--- src/rtl/irqc_pkg.sv ---
package irqc_pkg;
  localparam int AW    = 16;
  localparam int DW    = 8;
  localparam int NPER  = 4;
  localparam int NSRC  = 8;
  localparam int OFFW  = 5;

  localparam logic [OFFW-1:0] OFF_RAW  = 5'h10;
  localparam logic [OFFW-1:0] OFF_TYPE = 5'h11;
  localparam logic [OFFW-1:0] OFF_PHI  = 5'h12;
  localparam logic [OFFW-1:0] OFF_PLO  = 5'h13;
  localparam logic [OFFW-1:0] OFF_ACK  = 5'h14;
  localparam logic [OFFW-1:0] OFF_ENS  = 5'h15;
  localparam logic [OFFW-1:0] OFF_ENC  = 5'h16;
  localparam logic [OFFW-1:0] OFF_LAT  = 5'h18;

  localparam logic [AW-1:0] SUMMARY_ADDR = 16'h0550;

  function automatic logic [AW-1:0] per_base(input int idx);
    case (idx)
      0:       per_base = 16'h0900;
      1:       per_base = 16'h2400;
      2:       per_base = 16'hC000;
      default: per_base = 16'hC100;
    endcase
  endfunction

  function automatic int per_nsrc(input int idx);
    per_nsrc = (idx == 0) ? 5 : 1;
  endfunction

  function automatic int per_lsb(input int idx);
    per_lsb = (idx == 0) ? 0 : 4 + idx;
  endfunction
endpackage

--- src/rtl/irqc_sync.sv ---
module irqc_sync #(
  parameter int W = 8
) (
  input  logic         clk,
  input  logic         rst_n,
  input  logic [W-1:0] async_in,
  output logic [W-1:0] sync_out
);
  logic [W-1:0] meta_q;
  logic [W-1:0] stab_q;

  always_ff @(posedge clk or negedge rst_n) begin
    if (!rst_n) begin
      meta_q <= '0;
      stab_q <= '0;
    end else begin
      meta_q <= async_in;
      stab_q <= meta_q;
    end
  end

  assign sync_out = stab_q;
endmodule

--- src/rtl/irqc_detect.sv ---
module irqc_detect #(
  parameter int N = 1
) (
  input  logic         clk,
  input  logic         rst_n,
  input  logic [N-1:0] lvl,
  input  logic [N-1:0] is_edge,
  input  logic [N-1:0] pol_hi,
  input  logic [N-1:0] pol_lo,
  output logic [N-1:0] fire
);
  logic [N-1:0] prev_q;
  logic [N-1:0] rise, fall, edge_fire, lvl_fire;

  always_comb begin
    rise      = lvl & ~prev_q;
    fall      = ~lvl & prev_q;
    edge_fire = (pol_hi & rise) | (pol_lo & fall);
    lvl_fire  = (pol_hi & lvl) | (pol_lo & ~lvl);
    fire      = (is_edge & edge_fire) | (~is_edge & lvl_fire);
  end

  always_ff @(posedge clk or negedge rst_n) begin
    if (!rst_n) prev_q <= '0;
    else        prev_q <= lvl;
  end
endmodule

--- src/rtl/irqc_periph.sv ---
module irqc_periph
  import irqc_pkg::*;
#(
  parameter int          N    = 1,
  parameter logic [15:0] BASE = 16'h0900
) (
  input  logic          clk,
  input  logic          rst_n,
  input  logic [N-1:0]  lvl,
  input  logic [AW-1:0] addr,
  input  logic          wr,
  input  logic [DW-1:0] wdata,
  output logic [DW-1:0] rdata,
  output logic          pending,
  output logic [N-1:0]  en_o,
  output logic [N-1:0]  lat_o
);
  logic [AW-1:0]   rel;
  logic            hit;
  logic [OFFW-1:0] off;
  logic [N-1:0]    wbits;

  logic [N-1:0] typ_q, phi_q, plo_q, en_q, lat_q;
  logic [N-1:0] typ_d, phi_d, plo_d, en_d, lat_d;
  logic [N-1:0] fire;
  logic         we_type, we_phi, we_plo, we_ack, we_ens, we_enc;

  assign rel   = addr - BASE;
  assign hit   = (rel[AW-1:OFFW] == '0);
  assign off   = rel[OFFW-1:0];
  assign wbits = wdata[N-1:0];

  assign we_type = wr && hit && (off == OFF_TYPE);
  assign we_phi  = wr && hit && (off == OFF_PHI);
  assign we_plo  = wr && hit && (off == OFF_PLO);
  assign we_ack  = wr && hit && (off == OFF_ACK);
  assign we_ens  = wr && hit && (off == OFF_ENS);
  assign we_enc  = wr && hit && (off == OFF_ENC);

  irqc_detect #(.N(N)) u_det (
    .clk     (clk),
    .rst_n   (rst_n),
    .lvl     (lvl),
    .is_edge (typ_q),
    .pol_hi  (phi_q),
    .pol_lo  (plo_q),
    .fire    (fire)
  );

  always_comb begin
    typ_d = typ_q;
    phi_d = phi_q;
    plo_d = plo_q;
    en_d  = en_q;
    if (we_type) typ_d = wbits;
    if (we_phi)  phi_d = wbits;
    if (we_plo)  plo_d = wbits;
    if (we_ens)  en_d  = en_q | wbits;
    if (we_enc)  en_d  = en_q & ~wbits;
    lat_d = we_ack ? (lat_q & ~wbits) : lat_q;
    lat_d = lat_d | fire;
  end

  always_ff @(posedge clk or negedge rst_n) begin
    if (!rst_n) begin
      typ_q <= '0;
      phi_q <= '0;
      plo_q <= '0;
      en_q  <= '0;
      lat_q <= '0;
    end else begin
      typ_q <= typ_d;
      phi_q <= phi_d;
      plo_q <= plo_d;
      en_q  <= en_d;
      lat_q <= lat_d;
    end
  end

  function automatic logic [DW-1:0] widen(input logic [N-1:0] v);
    logic [DW-1:0] t;
    t        = '0;
    t[N-1:0] = v;
    return t;
  endfunction

  always_comb begin
    rdata = '0;
    if (hit) begin
      case (off)
        OFF_RAW:         rdata = widen(lvl);
        OFF_TYPE:        rdata = widen(typ_q);
        OFF_PHI:         rdata = widen(phi_q);
        OFF_PLO:         rdata = widen(plo_q);
        OFF_ENS, OFF_ENC: rdata = widen(en_q);
        OFF_LAT:         rdata = widen(lat_q);
        default:         rdata = '0;
      endcase
    end
  end

  assign pending = |(lat_q & en_q);
  assign en_o    = en_q;
  assign lat_o   = lat_q;
endmodule

--- src/rtl/hier_irq_ctrl.sv ---
module hier_irq_ctrl
  import irqc_pkg::*;
(
  input  logic          clk,
  input  logic          rst_n,
  input  logic [7:0]    src_in,
  input  logic [15:0]   reg_addr,
  input  logic          reg_wr,
  input  logic [7:0]    reg_wdata,
  output logic [7:0]    reg_rdata,
  output logic          irq_out
);
  logic [NSRC-1:0] sync_lvl;
  logic [NSRC-1:0] en_all;
  logic [NSRC-1:0] lat_all;
  logic [NPER-1:0] summary;
  logic [DW-1:0]   per_rd [NPER];

  irqc_sync #(.W(NSRC)) u_sync (
    .clk      (clk),
    .rst_n    (rst_n),
    .async_in (src_in),
    .sync_out (sync_lvl)
  );

  for (genvar p = 0; p < NPER; p++) begin : g_per
    localparam int          NS = per_nsrc(p);
    localparam int          LO = per_lsb(p);
    localparam logic [15:0] BA = per_base(p);

    irqc_periph #(.N(NS), .BASE(BA)) u_per (
      .clk     (clk),
      .rst_n   (rst_n),
      .lvl     (sync_lvl[LO +: NS]),
      .addr    (reg_addr),
      .wr      (reg_wr),
      .wdata   (reg_wdata),
      .rdata   (per_rd[p]),
      .pending (summary[p]),
      .en_o    (en_all[LO +: NS]),
      .lat_o   (lat_all[LO +: NS])
    );
  end

  always_comb begin
    reg_rdata = '0;
    if (reg_addr == SUMMARY_ADDR) reg_rdata = DW'(summary);
    for (int p = 0; p < NPER; p++) reg_rdata = reg_rdata | per_rd[p];
  end

  assign irq_out = |summary;
endmodule

--- config.mk ---
export PLATFORM = sky130hd
export DESIGN_NAME = hier_irq_ctrl
export DESIGN_NICKNAME = d
export VERILOG_FILES = /design/src/rtl/irqc_pkg.sv /design/src/rtl/irqc_sync.sv /design/src/rtl/irqc_detect.sv /design/src/rtl/irqc_periph.sv /design/src/rtl/hier_irq_ctrl.sv
export SDC_FILE = /design/constraint.sdc
export NUM_CORES = 1
export LEC_CHECK = 0
export BUFFER_PORTS_ARGS = -buffer_cell sky130_fd_sc_hd__buf_2
export CORE_ASPECT_RATIO = 0.7
export CORE_MARGIN = 1.5
export CORE_UTILIZATION = 40
export CTS_CLUSTER_SIZE = 24
export DETAILED_ROUTE_END_ITERATION = 8
export GPL_TIMING_DRIVEN = 0
export HOLD_SLACK_MARGIN = 0.12
export PLACE_DENSITY_LB_ADDON = 0.3
export SYNTH_ARGS = -nofsm -noshare
export SYNTH_HDL_FRONTEND = slang
export SYNTH_SLANG_ARGS = --single-unit
--- constraint.sdc ---
create_clock -name clk -period 2.97 [get_ports clk]
set_input_delay 0.1485 -clock clk [delete_from_list [all_inputs] [get_ports clk]]
set_output_delay 0.1485 -clock clk [all_outputs]
set_load 0.1 [all_outputs]
==> metrics.yaml <==
setup_viol: 0
skew_ns: 0.00363
end_kind: "primary output"
drc: 0
cts.path.max_buffers: 2
grt_pass1_vias: 2703
placed_area_mm2: 0.00376
synthesis.area_mm2: 0.00344
die_w_um: 114
ys_async_sr_fraction_pct: 100
synth_cells: 322
p_leak_nw: 1.87
cap_violations: 0
synth_ff_type: "dfrtp_1"
rows: 28
slowest_stage: "a2111o_1"
drive_gt1_share_pct: 22.5
clkLatencyLatePin_ns: 0.33
cp_max_fo: 8
finalInstanceArea_mm2: 0.00418
synth-edff-count: 0
cts-root-buf: "clkbuf_16"
worstPathArrival_ns: 2.68
portBuffers: 34
min_path_type: "input pin to register"
outcome: "complete, no violations"
slowest_delay_ns: 0.59
grt.overflow.total: 0
routed_wl_um: 8540
cts_made_buffers: 9
yosys.area.top_type: "dfrtp_1"
finalNonFillerCells: 492
synth_seq_area_share_pct: 46.6
rsz0062_at_grt: "no"
fin_crit_ns: 2.83
ys_top_cells_by_area: "dfrtp_1, mux2_2, mux2_1, ha_1, nand3_1"
start_kind: "input pin"
htreeDepth: 3
antenna_found_initial: 0
ioPinCount: 44
final.setup.tns_ns: 0
initial_utilization_pct: 40.9
place_inst: 463
fmaxAchievable_ghz: 0.354
grt_pass1_wl_um: 14000
die_y_um: 80.5
post-dp-hpwl_um: 6140
synth-seq-cells: 64
nets: 425
min_from: "reg_addr[15]"
gp_congestion: 0.883
slew-limit-headroom_pct: 47.2
path_delay_family: "simple AND/OR/NAND/NOR gates"
avgSynthCellArea_um2: 10.7
core-area_mm2: 0.00841
post-route-period-util_pct: 95.2
cp_cell_sequence: "buf_2 -> inv_1 -> ha_1 -> nor2b_1 -> or3b_4 -> a2111o_1 -> nor2_1 -> o2bb2ai_1 -> buf_2"
ys_types: 52
timing.rr.start: "g_per[0].u_per.typ_q[1]"
vias: 2808
area_growth_pct: 21.7
worst_hold_slack_ns: 0.315
diodes: 0
groute.usage.overall_pct: 20.4
ant_nets: 0
cts_tree: "done"
critPathBufInv: 3
hold_violations: 0
ir_drop_uv: 358
drt-initial-drc-count: 321
worstMarginPinSlew_ns: 0.793
grt_max_degree: 65
slew_violations: 0
synth_top_area_share_pct: 46.6
cp.required_ns: 2.82
firstDrtPassIters: 6
avgViaCountPerCell: 5.71
clk_pin_slew_ns: 0.05
clock_sinks: 64
crit_top_cell: "buf_2"
die-area_mm2: 0.00916
critPathLaunch: "reg_addr[10]"
ys_warn_count: 0
power.density_mw_per_mm2: 501
wire_per_inst_um: 17.4
path_class: "input pin to primary output"
routing by layer:
layer / share of wire [%] / up-vias / track usage (%)
met1: 49 / 1369 / 29.0
met2: 40 / 116 / 28.0
met5: 0 / - / 0
li1: - / 1311 / -
met3: 9.2 / 12 / 7.92
met4: 1.6 / 0 / 7.00
cells in the mapped netlist (2+ instances only):
master,n
o21ai_0,17
nor4_1,4
o221ai_1,5
xor2_1,2
inv_1,19
nand4b_1,2
buf_4,5
o2bb2ai_1,4
a221oi_1,2
nand3_1,19
mux2_2,23
nand2b_1,3
nor3b_1,2
nor2_1,8
nand2_1,24
nand4_2,3
mux2i_1,6
and2_1,2
a21boi_0,2
xnor2_1,3
a22oi_1,4
a21o_1,6
a2111o_1,2
and4b_1,2
nor3_1,11
nand4_1,8
mux2_1,12
a222oi_1,8
clkbuf_1,12
nor2b_1,6
ha_1,8
a21oi_1,3
dfrtp_1,64
o211ai_1,2
and3b_1,2
layout make-up:
type	count	area [um2]
Fill cell	781	4230
Multi-Input combinational cell	222	1690
Sequential cell	64	1600
Timing Repair Buffer	47	303
Clock buffer	12	267
Tap cell	105	131
Buffer	19	95.1
Inverter	19	71.3
Clock inverter	4	26.3
per-stage QoR:
stage / setup WS, ns / util [%] / power, mW
after floorplan: 0.0526 / - / 1.01
after global placement: 0.143 / 44.7 / 1.08
after detailed placement: 0.0797 / 44.7 / 1.09
after CTS: 0.0775 / 49.7 / 2.13
after global routing: 0.00473 / 49.7 / 2.18
final: 0.144 / 49.7 / 2.10
what timing repair did:
| item | CTS | global route |
|---|---|---|
| setup endpoints to repair | 0 | 1 |
| hold buffers | 13 | 0 |
| hold endpoints to repair | 84 | 0 |
| resized for setup | 0 | 1 |
| setup buffers | 0 | 0 |
where the power goes:
part / leakage, nW / switching, mW / internal [mW]
logic: 0.927 / 0.119 / 0.0654
clock network: 0.145 / 0.379 / 0.632
registers: 0.802 / 0.0100 / 0.890
path summary, 6_finish.rpt:
kind	cells after the start	slack, ns	to
hold / removal	4	0.32	g_per[1].u_per.typ_q
min in group asynchronous	2	0.45	g_per[0].u_per.typ_q[1]
hold reg to reg	0	0.35	u_sync.sync_out[6]
setup / recovery	9	0.14	reg_rdata[1]
setup reg to reg	4	1.97	g_per[0].u_per.lat_o[1]
max in group asynchronous	2	2.01	g_per[0].u_per.lat_o[4]
placed cells by master (no fill, tap or decap), types with 3 or more instances in the layout:
cell type      instances
clkbuf_8               3
mux2_2                23
buf_2                 33
nand4_2                3
mux2i_1                6
nand3_1               19
xnor2_1                3
nand4_1                8
a22oi_1                4
mux2_1                12
dfrtp_1               64
nor4_1                 4
o21ai_0               17
clkbuf_1              12
inv_1                 19
nor3_1                10
a21o_1                 6
nor2b_1                6
dlygate4sd3_1         13
nand2_1               24
o221ai_1               5
o2bb2ai_1              4
a222oi_1               8
a21oi_1                3
buf_4                  6
nor2_1                 8
nand2b_1               3
conb_1                 3
ha_1                   8
clkbuf_16              9
worst min-delay path: cells and delay by family:
kind                   cells  cell delay [ns]
and+or+nand+nor            2             0.19
buffers and inverters      1             0.12
muxes                      1             0.16
kinds of logic after synthesis:
logic type | Yosys count | share of synthesized area (%)
AOI/OAI and AO/OA | 62 | 13.9
xor gates and xnor gates | 5 | 1.27
adders and majority gates | 8 | 2.91
buffers and inverters | 38 | 4.84
DFF | 64 | 46.6
muxes | 41 | 13.2
other | 1 | 0.109
and+or+nand+nor | 103 | 17.2
(Power assumes the default switching activity.)
